--- config.mk ---
export PLATFORM = sky130hd
export DESIGN_NAME = eqtx_serial_tx
export DESIGN_NICKNAME = d
export VERILOG_FILES = /design/src/rtl/eqtx_pkg.sv /design/src/rtl/eqtx_timer.sv /design/src/rtl/eqtx_shreg.sv /design/src/rtl/eqtx_ctrl.sv /design/src/rtl/eqtx_serial_tx.sv
export SDC_FILE = /design/constraint.sdc
export NUM_CORES = 1
export LEC_CHECK = 0
export BUFFER_PORTS_ARGS = -buffer_cell sky130_fd_sc_hd__buf_2
export CAP_MARGIN = 20
export CORE_MARGIN = 4
export CORE_UTILIZATION = 57
export CTS_CLUSTER_DIAMETER = 150
export DETAILED_ROUTE_END_ITERATION = 10
export HOLD_SLACK_MARGIN = 0.08
export PLACE_DENSITY = 0.89
export SLEW_MARGIN = 20
export SYNTH_ARGS = -nofsm -noshare
export SYNTH_HDL_FRONTEND = slang
export SYNTH_SLANG_ARGS = --single-unit
--- constraint.sdc ---
create_clock -name clk -period 2.49 [get_ports clk]
set_input_delay 0.498 -clock clk [delete_from_list [all_inputs] [get_ports clk]]
set_output_delay 0.498 -clock clk [all_outputs]
set_load 0.05 [all_outputs]
--- src/rtl/eqtx_pkg.sv ---
package eqtx_pkg;

    typedef enum logic [2:0] {
        ST_IDLE,
        ST_LOW,
        ST_HIGH,
        ST_GAP,
        ST_STB,
        ST_RECOV,
        ST_DONE
    } eqtx_state_e;

    typedef enum logic [1:0] {
        SRC_BAND_IN,
        SRC_GAIN_IN,
        SRC_GAIN_Q
    } eqtx_src_e;

    typedef struct packed {
        logic clk_hi;
        logic data_en;
        logic stb_on;
    } eqtx_line_t;

    function automatic int unsigned max_of(input int unsigned a, input int unsigned b);
        return (a > b) ? a : b;
    endfunction

    function automatic int unsigned cnt_bits(input int unsigned v);
        return (v < 2) ? 1 : $clog2(v + 1);
    endfunction

endpackage

--- src/rtl/eqtx_timer.sv ---
module eqtx_timer #(
    parameter int CNT_W = 8
) (
    input  logic             clk,
    input  logic             rst,
    input  logic             load,
    input  logic [CNT_W-1:0] load_val,
    output logic             expired
);
    logic [CNT_W-1:0] count_q;

    always_ff @(posedge clk) begin
        if (rst)
            count_q <= '0;
        else if (load)
            count_q <= load_val;
        else if (count_q != '0)
            count_q <= count_q - 1'b1;
    end

    assign expired = (count_q == '0);
endmodule

--- src/rtl/eqtx_shreg.sv ---
module eqtx_shreg #(
    parameter int WORD_W = 8
) (
    input  logic              clk,
    input  logic              rst,
    input  logic              load,
    input  logic [WORD_W-1:0] load_val,
    input  logic              shift,
    output logic              bit_out,
    output logic              last_bit
);
    localparam int IDX_W = (WORD_W < 2) ? 1 : $clog2(WORD_W);

    logic [WORD_W-1:0] sh_q;
    logic [IDX_W-1:0]  idx_q;

    always_ff @(posedge clk) begin
        if (rst) begin
            sh_q  <= '0;
            idx_q <= '0;
        end else if (load) begin
            sh_q  <= load_val;
            idx_q <= '0;
        end else if (shift) begin
            sh_q  <= {1'b0, sh_q[WORD_W-1:1]};
            idx_q <= idx_q + 1'b1;
        end
    end

    assign bit_out  = sh_q[0];
    assign last_bit = (idx_q == IDX_W'(WORD_W - 1));
endmodule

--- src/rtl/eqtx_ctrl.sv ---
module eqtx_ctrl
    import eqtx_pkg::*;
#(
    parameter int CNT_W     = 8,
    parameter int HALF_DIV  = 125,
    parameter int STB_DELAY = 100,
    parameter int STB_WIDTH = 120,
    parameter int RECOV_CYC = 100
) (
    input  logic             clk,
    input  logic             rst,
    input  logic             start,
    input  logic             send_band,
    input  logic             tmr_exp,
    input  logic             bit_last,
    output logic             tmr_load,
    output logic [CNT_W-1:0] tmr_val,
    output logic             sh_load,
    output logic             sh_shift,
    output eqtx_src_e        sh_src,
    output logic             accept,
    output logic             busy,
    output logic             done,
    output eqtx_line_t       line
);
    localparam logic [CNT_W-1:0] HALF_LD  = CNT_W'(HALF_DIV - 1);
    localparam logic [CNT_W-1:0] DELAY_LD = CNT_W'(STB_DELAY - 1);
    localparam logic [CNT_W-1:0] WIDTH_LD = CNT_W'(STB_WIDTH - 1);
    localparam logic [CNT_W-1:0] RECOV_LD = CNT_W'(RECOV_CYC - 1);

    eqtx_state_e st_q, st_d;
    logic        pend_q;

    always_comb begin
        st_d     = st_q;
        tmr_load = 1'b0;
        tmr_val  = '0;
        sh_load  = 1'b0;
        sh_shift = 1'b0;
        sh_src   = SRC_BAND_IN;
        case (st_q)
            ST_IDLE: if (start) begin
                st_d     = ST_LOW;
                tmr_load = 1'b1;
                tmr_val  = HALF_LD;
                sh_load  = 1'b1;
                sh_src   = send_band ? SRC_BAND_IN : SRC_GAIN_IN;
            end
            ST_LOW: if (tmr_exp) begin
                st_d     = ST_HIGH;
                tmr_load = 1'b1;
                tmr_val  = HALF_LD;
            end
            ST_HIGH: if (tmr_exp) begin
                tmr_load = 1'b1;
                if (bit_last) begin
                    st_d    = ST_GAP;
                    tmr_val = DELAY_LD;
                end else begin
                    st_d     = ST_LOW;
                    tmr_val  = HALF_LD;
                    sh_shift = 1'b1;
                end
            end
            ST_GAP: if (tmr_exp) begin
                st_d     = ST_STB;
                tmr_load = 1'b1;
                tmr_val  = WIDTH_LD;
            end
            ST_STB: if (tmr_exp) begin
                if (pend_q) begin
                    st_d     = ST_RECOV;
                    tmr_load = 1'b1;
                    tmr_val  = RECOV_LD;
                end else begin
                    st_d = ST_DONE;
                end
            end
            ST_RECOV: if (tmr_exp) begin
                st_d     = ST_LOW;
                tmr_load = 1'b1;
                tmr_val  = HALF_LD;
                sh_load  = 1'b1;
                sh_src   = SRC_GAIN_Q;
            end
            ST_DONE: st_d = ST_IDLE;
            default: st_d = ST_IDLE;
        endcase
    end

    always_ff @(posedge clk) begin
        if (rst) begin
            st_q   <= ST_IDLE;
            pend_q <= 1'b0;
        end else begin
            st_q <= st_d;
            if (st_q == ST_IDLE && start)
                pend_q <= send_band;
            else if (st_q == ST_RECOV && tmr_exp)
                pend_q <= 1'b0;
        end
    end

    assign accept       = (st_q == ST_IDLE) && start;
    assign busy         = (st_q != ST_IDLE);
    assign done         = (st_q == ST_DONE);
    assign line.clk_hi  = (st_q == ST_HIGH);
    assign line.data_en = (st_q == ST_LOW) || (st_q == ST_HIGH);
    assign line.stb_on  = (st_q == ST_STB);


    start_ignored_chk: assert property (@(posedge clk) disable iff (rst)
        (busy && !done && start) |=> busy);


    second_word_chk: assert property (@(posedge clk) disable iff (rst)
        (st_q == ST_RECOV) |-> pend_q);
endmodule

--- src/rtl/eqtx_serial_tx.sv ---
module eqtx_serial_tx
    import eqtx_pkg::*;
#(
    parameter int CLK_MHZ        = 100,
    parameter int WORD_W         = 8,
    parameter int HALF_DIV       = 125,
    parameter int STB_DELAY      = 100,
    parameter int STB_WIDTH      = 120,
    parameter int RECOV_CYC      = 100,
    parameter bit STB_ACTIVE_LOW = 1'b1
) (
    input  logic              clk,
    input  logic              rst,
    input  logic              start,
    input  logic              send_band,
    input  logic [WORD_W-1:0] band_word,
    input  logic [WORD_W-1:0] gain_word,
    output logic              busy,
    output logic              done,
    output logic              eq_clk,
    output logic              eq_data,
    output logic              eq_strobe
);
    localparam int unsigned MAX_LEN = max_of(max_of(HALF_DIV, STB_DELAY), max_of(STB_WIDTH, RECOV_CYC));
    localparam int CNT_W = cnt_bits(MAX_LEN);

    if (HALF_DIV < CLK_MHZ) begin : g_half_too_short
        $error("HALF_DIV gives less than 1 us per clock half");
    end
    if (STB_WIDTH < CLK_MHZ) begin : g_stb_too_short
        $error("STB_WIDTH gives less than 1 us strobe");
    end
    if (STB_DELAY < 1 || RECOV_CYC < 1) begin : g_zero_len
        $error("STB_DELAY and RECOV_CYC must be at least 1");
    end

    logic             tmr_load, tmr_exp;
    logic [CNT_W-1:0] tmr_val;
    logic             sh_load, sh_shift, sh_bit, sh_last, accept;
    eqtx_src_e        sh_src;
    eqtx_line_t       line;
    logic [WORD_W-1:0] gain_q, load_word;

    always_ff @(posedge clk) begin
        if (rst)
            gain_q <= '0;
        else if (accept)
            gain_q <= gain_word;
    end

    always_comb begin
        case (sh_src)
            SRC_BAND_IN: load_word = band_word;
            SRC_GAIN_IN: load_word = gain_word;
            default:     load_word = gain_q;
        endcase
    end

    eqtx_timer #(.CNT_W(CNT_W)) u_timer (
        .clk(clk), .rst(rst), .load(tmr_load), .load_val(tmr_val), .expired(tmr_exp)
    );

    eqtx_shreg #(.WORD_W(WORD_W)) u_shreg (
        .clk(clk), .rst(rst), .load(sh_load), .load_val(load_word), .shift(sh_shift),
        .bit_out(sh_bit), .last_bit(sh_last)
    );

    eqtx_ctrl #(
        .CNT_W(CNT_W), .HALF_DIV(HALF_DIV), .STB_DELAY(STB_DELAY),
        .STB_WIDTH(STB_WIDTH), .RECOV_CYC(RECOV_CYC)
    ) u_ctrl (
        .clk(clk), .rst(rst), .start(start), .send_band(send_band),
        .tmr_exp(tmr_exp), .bit_last(sh_last), .tmr_load(tmr_load), .tmr_val(tmr_val),
        .sh_load(sh_load), .sh_shift(sh_shift), .sh_src(sh_src), .accept(accept),
        .busy(busy), .done(done), .line(line)
    );

    assign eq_clk  = line.clk_hi;
    assign eq_data = line.data_en & sh_bit;

    if (STB_ACTIVE_LOW) begin : g_stb_low
        assign eq_strobe = ~line.stb_on;
    end else begin : g_stb_high
        assign eq_strobe = line.stb_on;
    end

    logic stb_act;
    assign stb_act = (eq_strobe != STB_ACTIVE_LOW);


    data_hold_chk: assert property (@(posedge clk) disable iff (rst)
        (eq_clk && $past(eq_clk)) |-> $stable(eq_data));


    stb_no_clk_chk: assert property (@(posedge clk) disable iff (rst)
        stb_act |-> (!eq_clk && !eq_data));


    done_single_chk: assert property (@(posedge clk) disable iff (rst)
        done |=> !done);


    busy_end_chk: assert property (@(posedge clk) disable iff (rst)
        $fell(busy) |-> $past(done));


    idle_lines_chk: assert property (@(posedge clk) disable iff (rst)
        !busy |-> (!eq_clk && !eq_data && !stb_act && !done));
endmodule

==> reports/results.tsv <==
stage	metric	value	unit
detailed_routing	wl	4280	µm
critical_path	cp_max_fo	21	
synthesis	syn_avg_cell_area	8.35	µm²
pwr	seqPwrFrac	0.370	
synthesis	synth_edf_count	0	
clocking	post_cts_buffers	0	
place	globalplace.congestion	0.906	
synthesis	yosysSeqAreaShare	0.338	
critical_path	cp_data_required_time	1.99	ns
die	io_pins	25	
sta	finalSetupViolCount	0	
synthesis	ys.flop_type	dfxtp_1	
detailed_routing	wl_per_cell	15.3	µm
synthesis	synthesis.area	1780	µm²
critical_path	slowest_delay	0.75	ns
global_routing	antenna_found_initial	0	
sta	max_clock_freq	0.456	GHz
synthesis	synth-async-reset-ratio	0	
global_routing	gr-usage-met1	0.292	
final_layout	fin_nets	257	
final_layout	drive_above_1_share	0.221	
sta	worst_pin_slew	0.654	ns
detailed_routing	drc	0	
critical_path	cp-start-kind	flip-flop	
clocking	clockBufferDepth	2	
global_routing	grt_max_degree	29	
synthesis	synth_top_area_cell	dfxtp_1	
die	die_h	63.9	µm
clocking	numCtsBuffers	5	
global_routing	grt_pass1_wl	7260	µm
critical_path	reg2reg_slack	0.37	ns
detailed_routing	firstDrtPassIters	4	
critical_path	r2r_cells	4	
pwr	clkPwrFrac	0.306	
die	coreArea	3030	µm²
critical_path	endpoint_kind	output pin	
detailed_routing	ant_nets	0	
global_routing	track_usage	0.223	
worst_hold_path	min-delay-start	gain_word[4]	
place	numPortBuffers	24	
pwr	power_density	834	nW/µm²
pwr	combPwrFrac	0.324	
sta	setup_tns	0	ns
critical_path	cp_data_arrival_time	1.70	ns
pwr	p_leak	0.839	nW
pwr	ir_worst_vdd	0.400	mV
job	drv_cap	0	
final_layout	final_core_util	0.673	
global_routing	gr-max-usage-layer	met2	
sta	finalCriticalPeriod	2.20	ns
synthesis	synth_most_common_cell	dfxtp_1	
detailed_routing	vias	1715	
synthesis	synth_nets	236	
synthesis	ys_seq_elements	30	
worst_hold_path	worstHoldPathCells	3	
detailed_routing	drtIter0Drc	196	
critical_path	critical_path_class	flip-flop to output pin	
critical_path	path_buf_inv	1	
synthesis	synth_top_area_frac	0.338	
clocking	cts.sinks	30	
worst_hold_path	min_to	gain_q[4]$_SDFFE_PP0P_	
clocking	root_buffer	clkbuf_4	
die	die_w	63.9	µm
detailed_routing	viasPerCell	6.15	
pwr	intPower	0.00112	W
die	row_count	20	
worst_hold_path	hold_path.class	primary input to flip-flop	
synthesis	ys_warn_count	0	
place	dp_hpwl	2900	µm
clocking	clk_pin_slew_worst_paths	0.10	ns
sta	slew_violations	0	
final_layout	diodes	0	
synthesis	synth_common_cells	dfxtp_1, nand2_1, a21oi_1	
outcome	status	finished clean	
synthesis	synthCells	213	
pwr	p_sw_frac	0.339	
clocking	htree_levels	2	
sta	hold_viol	0	
clocking	postCtsHoldBufs	0	
sta	grt_setup_unrepaired	false	
critical_path	slowest_stage	dfxtp_1	
clocking	cts_tree	built	
sta	fin_worst_skew	0.00979	ns
synthesis	synth_area_leaders	dfxtp_1, a21oi_1, nand2_1, a2bb2oi_1, nand2b_1	
critical_path	crit_family	flip-flops	
global_routing	grt-ovfl-total	0	
die	die_area	4080	µm²
global_routing	grt_pass1_vias	1609	
die	start_util	0.588	
critical_path	crit_chain	xnor2_1 > nor3b_2 > buf_2	
global_routing	gr-usage-met3	0.0580	
clocking	cts_resized	0	
clocking	worst_skew_pair.late_latency	0.34	ns
sta	slew_headroom	0.564	
sta	fin_crit_sh	0.882	
critical_path	rr_startpoint	u_ctrl.st_q[1]$_SDFFE_PP0P_	
critical_path	timing.rr.end	u_shreg.sh_q[1]$_SDFFE_PP0P_	
synthesis	yosys.cell_types.count	51	
pwr	p_sw	0.000575	W
final_layout	area_growth	14.6	%
global_routing	use_met2	0.357	
==> through the flow <==
| stage | hold slack [ns] | cells | area [µm²] | setup slack, ns | total power (W) |
|---|---|---|---|---|---|
| 4_1_cts | 0.395 | 279 | 2040 | 0.305 | 0.00170 |
| 2_1_floorplan | 0.436 | 213 | 1780 | 0.459 | 0.00105 |
| 5_1_grt | 0.383 | 279 | 2040 | 0.115 | 0.00180 |
| 3_5_place_dp | 0.450 | 271 | 1930 | 0.423 | 0.00118 |
| 3_3_place_gp | 0.443 | 271 | 1930 | 0.513 | 0.00116 |
| 6_report | 0.391 | 279 | 2040 | 0.295 | 0.00170 |
==> worst max path at each step <==
stage | startpoint | to | slack [ns] | cells past startpoint
final | u_ctrl.st_q[1]$_SDFFE_PP0P_ | eq_data | 0.29 | 3
after global routing | u_ctrl.st_q[1]$_SDFFE_PP0P_ | eq_data | 0.12 | 3
after CTS | u_ctrl.st_q[1]$_SDFFE_PP0P_ | eq_data | 0.30 | 3
after detailed placement | u_ctrl.st_q[1]$_SDFFE_PP0P_ | u_shreg.sh_q[3]$_SDFFE_PP0P_ | 0.42 | 4
after global placement | u_ctrl.st_q[1]$_SDFFE_PP0P_ | u_shreg.sh_q[6]$_SDFFE_PP0P_ | 0.51 | 5
after floorplan | u_ctrl.st_q[0]$_SDFFE_PP0P_ | eq_data | 0.46 | 4
==> area by class of cell <==
class                   instances  area (µm²)
repair buffers                 33         188
fillers                       274         990
inverters                       4        15.0
well taps                      44        55.1
clock inverters                 2        60.1
flip-flops and latches         30         601
multi-input cells             160        1070
clock buffers                   6        51.3
==> logic make-up after synthesis <==
logic type | after synthesis | synth area share
compound gates | 71 | 0.275
flops | 30 | 0.338
simple gates | 78 | 0.255
buf+inv | 23 | 0.0696
mux | 3 | 0.0169
fa+ha+maj | 3 | 0.0211
xor+xnor | 5 | 0.0246
==> power by group through the flow <==
| stage | clock network [W] | logic (W) | registers [W] |
|---|---|---|---|
| floorplan | 0 | 0.000440 | 0.000607 |
| global placement | 0 | 0.000529 | 0.000633 |
| detailed placement | 0 | 0.000543 | 0.000637 |
| CTS | 0.000523 | 0.000546 | 0.000627 |
| global route | 0.000549 | 0.000609 | 0.000639 |
| finish | 0.000520 | 0.000550 | 0.000629 |
==> metal layers <==
metal,up-vias,wire length [µm]
li1,836,-
met1,813,1850
met2,61,2070
met3,5,299
met4,0,55
met5,-,0
==> placed cells by master, fill, tap and decap left out, types with 5 or more instances in the layout <==
cell        n
o32ai_1     6
a21oi_1    19
nand2_1    22
buf_4       9
dfxtp_1    30
o21ai_0     9
a221oi_1    6
nor2_1     11
a2bb2oi_1   7
buf_2      24
nor3_1      8
a31oi_1     5
clkbuf_4    5
nand2b_1    9
==> worst min-delay path, stage by stage <==
cell and delay, ns:
buf_2 0.10, nand2_1 0.05, a21oi_1 0.05
==> sequential cells by signal, indices dropped and copies added, names as in the netlist <==
register,cells
gain_q,8
u_ctrl.pend_q,1
u_ctrl.st_q,3
u_shreg.idx_q,3
u_shreg.sh_q,8
u_timer.count_q,7
Power figures use the tool's default switching activity.
